--- src/rtl/lvl_intc_pkg.sv ---
package lvl_intc_pkg;
    localparam int A_W = 6;
    localparam int DW  = 32;

    localparam logic [A_W-1:0] A_SUMMARY = 6'h00;
    localparam logic [A_W-1:0] A_PEND_A  = 6'h04;
    localparam logic [A_W-1:0] A_PEND_B  = 6'h08;
    localparam logic [A_W-1:0] A_SET_EN  = 6'h10;
    localparam logic [A_W-1:0] A_CLR_EN  = 6'h20;

    typedef enum logic [1:0] {
        BANK_A   = 2'd0,
        BANK_B   = 2'd1,
        BANK_LOC = 2'd2
    } bank_e;

    function automatic logic [A_W-1:0] bank_off(input bank_e b);
        return A_W'({b, 2'b00});
    endfunction
endpackage

--- src/rtl/lvl_intc_en_bank.sv ---
module lvl_intc_en_bank import lvl_intc_pkg::*; #(
    parameter int W = 32,
    parameter logic [A_W-1:0] SET_ADDR = 6'h10,
    parameter logic [A_W-1:0] CLR_ADDR = 6'h20
) (
    input  logic           clk,
    input  logic           rst_n,
    input  logic           wr,
    input  logic [A_W-1:0] addr,
    input  logic [W-1:0]   wdata,
    output logic [W-1:0]   en
);
    always_ff @(posedge clk or negedge rst_n) begin
        if (!rst_n) begin
            en <= '0;
        end else if (wr && addr == SET_ADDR) begin
            en <= en | wdata;
        end else if (wr && addr == CLR_ADDR) begin
            en <= en & ~wdata;
        end
    end
endmodule

--- src/rtl/lvl_intc_summary.sv ---
module lvl_intc_summary import lvl_intc_pkg::*; #(
    parameter int NS   = 32,
    parameter int NL   = 8,
    parameter int NSC1 = 5,
    parameter int NSC2 = 6,
    parameter logic [NSC1*8-1:0] SC1_IDX = {8'd19, 8'd18, 8'd10, 8'd9, 8'd7},
    parameter logic [NSC2*8-1:0] SC2_IDX = {8'd30, 8'd25, 8'd24, 8'd23, 8'd22, 8'd21}
) (
    input  logic [NS-1:0] pend_a,
    input  logic [NS-1:0] pend_b,
    input  logic [NL-1:0] pend_l,
    output logic [DW-1:0] summary
);
    localparam int IW    = $clog2(NS);
    localparam int B_FA  = NL;
    localparam int B_FB  = NL + 1;
    localparam int B_SC1 = NL + 2;
    localparam int B_SC2 = B_SC1 + NSC1;
    localparam int USED  = B_SC2 + NSC2;

    assign summary[NL-1:0] = pend_l;
    assign summary[B_FA]   = |pend_a;
    assign summary[B_FB]   = |pend_b;

    for (genvar k = 0; k < NSC1; k++) begin : g_sc_a
        assign summary[B_SC1+k] = pend_a[SC1_IDX[k*8 +: IW]];
    end
    for (genvar k = 0; k < NSC2; k++) begin : g_sc_b
        assign summary[B_SC2+k] = pend_b[SC2_IDX[k*8 +: IW]];
    end
    if (USED < DW) begin : g_pad
        assign summary[DW-1:USED] = '0;
    end
endmodule

--- src/rtl/lvl_intc.sv ---
module lvl_intc import lvl_intc_pkg::*; #(
    parameter int NS   = 32,
    parameter int NL   = 8,
    parameter int NSC1 = 5,
    parameter int NSC2 = 6,
    parameter logic [NSC1*8-1:0] SC1_IDX = {8'd19, 8'd18, 8'd10, 8'd9, 8'd7},
    parameter logic [NSC2*8-1:0] SC2_IDX = {8'd30, 8'd25, 8'd24, 8'd23, 8'd22, 8'd21}
) (
    input  logic              clk,
    input  logic              rst_n,
    input  logic [2*NS+NL-1:0] src_i,
    input  logic              reg_wr,
    input  logic [A_W-1:0]    reg_addr,
    input  logic [DW-1:0]     reg_wdata,
    output logic [DW-1:0]     reg_rdata,
    output logic              irq_o
);
    localparam int NSRC = 2 * NS + NL;

    logic [NSRC-1:0] en_all;
    logic [NS-1:0]   pend_a, pend_b;
    logic [NL-1:0]   pend_l;
    logic [DW-1:0]   summary;
    logic            irq_q;

    for (genvar b = 0; b < 3; b++) begin : g_bank
        localparam int BW = (b == 2) ? NL : NS;
        logic [BW-1:0] bank_en;
        lvl_intc_en_bank #(
            .W        (BW),
            .SET_ADDR (A_SET_EN + bank_off(bank_e'(b))),
            .CLR_ADDR (A_CLR_EN + bank_off(bank_e'(b)))
        ) u_en (
            .clk   (clk),
            .rst_n (rst_n),
            .wr    (reg_wr),
            .addr  (reg_addr),
            .wdata (reg_wdata[BW-1:0]),
            .en    (bank_en)
        );
        assign en_all[b*NS +: BW] = bank_en;
    end

    assign pend_a = src_i[NS-1:0]    & en_all[NS-1:0];
    assign pend_b = src_i[2*NS-1:NS] & en_all[2*NS-1:NS];
    assign pend_l = src_i[NSRC-1 -: NL] & en_all[NSRC-1 -: NL];

    lvl_intc_summary #(
        .NS(NS), .NL(NL), .NSC1(NSC1), .NSC2(NSC2),
        .SC1_IDX(SC1_IDX), .SC2_IDX(SC2_IDX)
    ) u_sum (
        .pend_a  (pend_a),
        .pend_b  (pend_b),
        .pend_l  (pend_l),
        .summary (summary)
    );

    always_comb begin
        case (reg_addr)
            A_SUMMARY:                         reg_rdata = summary;
            A_PEND_A:                          reg_rdata = DW'(pend_a);
            A_PEND_B:                          reg_rdata = DW'(pend_b);
            A_SET_EN + bank_off(BANK_A):       reg_rdata = DW'(en_all[NS-1:0]);
            A_SET_EN + bank_off(BANK_B):       reg_rdata = DW'(en_all[2*NS-1:NS]);
            A_SET_EN + bank_off(BANK_LOC):     reg_rdata = DW'(en_all[NSRC-1 -: NL]);
            default:                           reg_rdata = '0;
        endcase
    end

    always_ff @(posedge clk or negedge rst_n) begin
        if (!rst_n) irq_q <= 1'b0;
        else        irq_q <= |{pend_a, pend_b, pend_l};
    end

    assign irq_o = irq_q;
endmodule

--- config.mk ---
export PLATFORM = sky130hd
export DESIGN_NAME = lvl_intc
export DESIGN_NICKNAME = d
export VERILOG_FILES = /design/src/rtl/lvl_intc_pkg.sv /design/src/rtl/lvl_intc_en_bank.sv /design/src/rtl/lvl_intc_summary.sv /design/src/rtl/lvl_intc.sv
export SDC_FILE = /design/constraint.sdc
export NUM_CORES = 1
export LEC_CHECK = 0
export BUFFER_PORTS_ARGS = -buffer_cell sky130_fd_sc_hd__buf_2
export CAP_MARGIN = 5
export CORE_MARGIN = 2
export CORE_UTILIZATION = 25
export CTS_BUF_LIST = sky130_fd_sc_hd__clkbuf_8
export DETAILED_ROUTE_END_ITERATION = 8
export PLACE_DENSITY_LB_ADDON = 0.1
export SLEW_MARGIN = 10
export SYNTH_ARGS = -nofsm -noshare
export SYNTH_HDL_FRONTEND = slang
export SYNTH_SLANG_ARGS = --single-unit
--- constraint.sdc ---
create_clock -name clk -period 2.45 [get_ports clk]
set_input_delay 0.49 -clock clk [delete_from_list [all_inputs] [get_ports clk]]
set_output_delay 0.49 -clock clk [all_outputs]
set_load 0.03 [all_outputs]
==> summary.txt <==
Setup path
  • CP startpoint kind: flop
  • Kind of critical path: reg -> out
  • CP endpoint kind: primary output
  • Worst Path Arrival: 2.36 ns
  • CP Max Fanout: 2
  • CP required: 1.96 ns

Finish
  • Fill cells: 1,716
  • Multi-input gate area: 2726 um^2
  • Nets@finish: 800
  • Seq. cell area: 1828 um^2
  • Layout cells sized above 1: 0.4740
  • Layout area overhead: 62.50%
  • Design Area, Final: 7053 um^2

Hold path
  • Min-delay worst type: in -> async

GRT
  • Vias in the first global route: 4,909
  • Global routing's busiest layer: met2
  • GRT met1 Usage: 0.3234
  • First-pass GRT wire length: 30,510 um
  • Total GRT Usage: 0.2304
  • Largest net degree at the start of global routing: 44
  • Initial antenna violation count: 1
  • Met2 GRT Util: 0.3535
  • M3 GR Usage: 0.04415
  • GRT overflow: 0

STA
  • Fin. Hold Viols: 0
  • Relative slew margins: 0.6970
  • Fin crit share: 1.164
  • Setup ws final: -0.4027 ns
  • Clock skew: 0.007932 ns
  • Fmax: 350.5 MHz
  • Worst-Margin Slew: 0.4546 ns
  • # setup viols final: 32
  • Slew Limit Fails: 0
  • RSZ-0062 raised after global routing: true
  • Min Tclk post-route: 2.853 ns

Pwr
  • Cell Pwr Density: 469.9 nW/um^2
  • P_leak: 3.306 nW
  • VDD IR max: 221.4 uV

Yosys
  • Ys async rst share: 1.000
  • Primary FF master, synth: dfrtp_1
  • Synthesized area: 4340 um^2
  • Post-synth EDFFs: 0
  • Syn nets: 587
  • Synth top cells by count: 76 x a22o_1, 73 x dfrtp_1, 72 x nand2_1
  • Post-synthesis cell count: 474
  • Top cell type's share of synthesized area: 0.4209
  • Top post-synthesis cells by area: dfrtp_1 42%, a22o_1 15%, nand2_1 6.2%
  • Sequential area share after synthesis: 0.4209
  • Ys Warns: 0
  • Most frequent cell after synthesis: a22o_1
  • Count of cell types in the netlist: 35
  • Synth area leader: dfrtp_1
  • Post-synthesis register bit count: 73
  • Synth Area per Inst: 9.157 um^2

Route
  • DRC violations left: 0
  • Final ANT Viol Nets: 0
  • First-pass DRT Iterations: 6
  • Vias: 4,931
  • Vias/cell: 5.371
  • DRT iter0 DRCs: 333
  • Total wire length: 21,230 um
  • Post-DR wirelength/cell: 23.13 um

Clock network
  • Clock buffer count from CTS: 9
  • CTS clk-pin slew, worst paths: 0.08 ns
  • Clock sinks: 73
  • Hold_buf cts: 0
  • Skew-Pair Late Insertion Delay: 0.37 ns
  • Longest Clk Path Bufs: 2
  • CTS tree: done
  • Clk root buf: clkbuf_8
  • H-tree lvl count: 3

Placement
  • Pre-CTS WS: -0.3360 ns
  • Placed cell area: 5953 um^2
  • IO buf count: 145
  • Gpl congestion: 0.8513
  • DPL Wire Length: 14,510 um

Floorplanning
  • Total die area: 18,430 um^2
  • I/O pins: 146
  • Site Rows: 48
  • Core footprint: 17,120 um^2
  • Die X: 135.8 um
  • Starting Density: 0.2536
  • Die Y: 135.8 um

Run status
  • Failing checks: negative setup slack
  • Status: complete, but fails checks

Run
  • Number of max-cap violations: 0
cell families (layout without fill, tap and decap cells):
group | count (synthesis) | count (layout) | synth area share
simple gates | 103 | 103 | 0.1139
buf+inv | 68 | 286 | 0.07380
other cells | 0 | 1 | 0
flops | 73 | 73 | 0.4209
compound gates | 230 | 230 | 0.3915
layer usage:
| layer | vias to the layer above | part of all wire |
|---|---|---|
| met2 | 212 | 0.45 |
| met5 | - | 0 |
| met4 | 0 | 0.022 |
| li1 | 2228 | - |
| met3 | 29 | 0.070 |
| met1 | 2462 | 0.45 |
repair_timing:
action / in CTS / in global routing
setup endpoints to repair: 32 / 32
buffers inserted: 11 / 7
cloned: 7 / 1
gates resized for setup: 123 / 23
pin swaps: 61 / 38
area by class of cell:
class / instances / share of cell area
multi-input combinational: 333 / 0.3866
timing repair buffer: 231 / 0.2665
sequential: 73 / 0.2592
tap: 225 / 0.03991
inverter: 39 / 0.02076
clock buffer: 10 / 0.01951
clock inverter: 6 / 0.007273
antenna: 1 / 0.0003548
power breakdown:
part	internal [mW]	total, mW	switching [mW]
registers	1.36	1.53	0.170
clock network	0.485	0.976	0.491
logic	0.405	0.806	0.401
placed cells by master, fill, tap and decap left out, drive strengths merged, types with 5 or more instances in the layout:
cell    count
a22o       77
o22ai      11
nor2        6
dfrtp      73
a32oi      11
a221oi      5
a22oi      33
a21o       30
nand2      72
clkbuf     11
a21oi      42
nand4       5
inv        42
buf       230
o21ai      17
critical path, stage by stage (launching register included):
cell      delay, ns
dfrtp_1        0.38
a22o_1         0.25
a221oi_2       0.20
nand3_1        0.11
or4_4          0.52
a221o_1        0.37
buf_6          0.15
path summary, 6_finish.rpt:
kind / end / slack [ns] / cells after the start
setup reg to reg: irq_o / 0.52 / 6
max in group asynchronous: asynchronous set/reset pin / 1.79 / 2
setup / recovery: reg_rdata[8] / -0.40 / 6
hold / removal: asynchronous set/reset pin / 0.05 / 1
min in group clk: flop / 0.38 / 2
hold reg to reg: flop / 0.53 / 1
stage by stage:
step / cells / utilization / power (mW) / hold slack (ns) / TNS [ns]
floorplan: 474 / - / 1.827 / 0.1944 / -0.3618
CTS: 914 / 0.4057 / 3.311 / 0.06298 / -6.844
global route: 917 / 0.4119 / 3.451 / 0.08802 / -7.252
detailed placement: 880 / 0.3478 / 2.274 / 0.4686 / -6.344
finish: 918 / 0.4121 / 3.314 / 0.05399 / -5.940
global placement: 880 / 0.3478 / 2.268 / 0.4704 / -5.826
(Power assumes the default switching activity.)
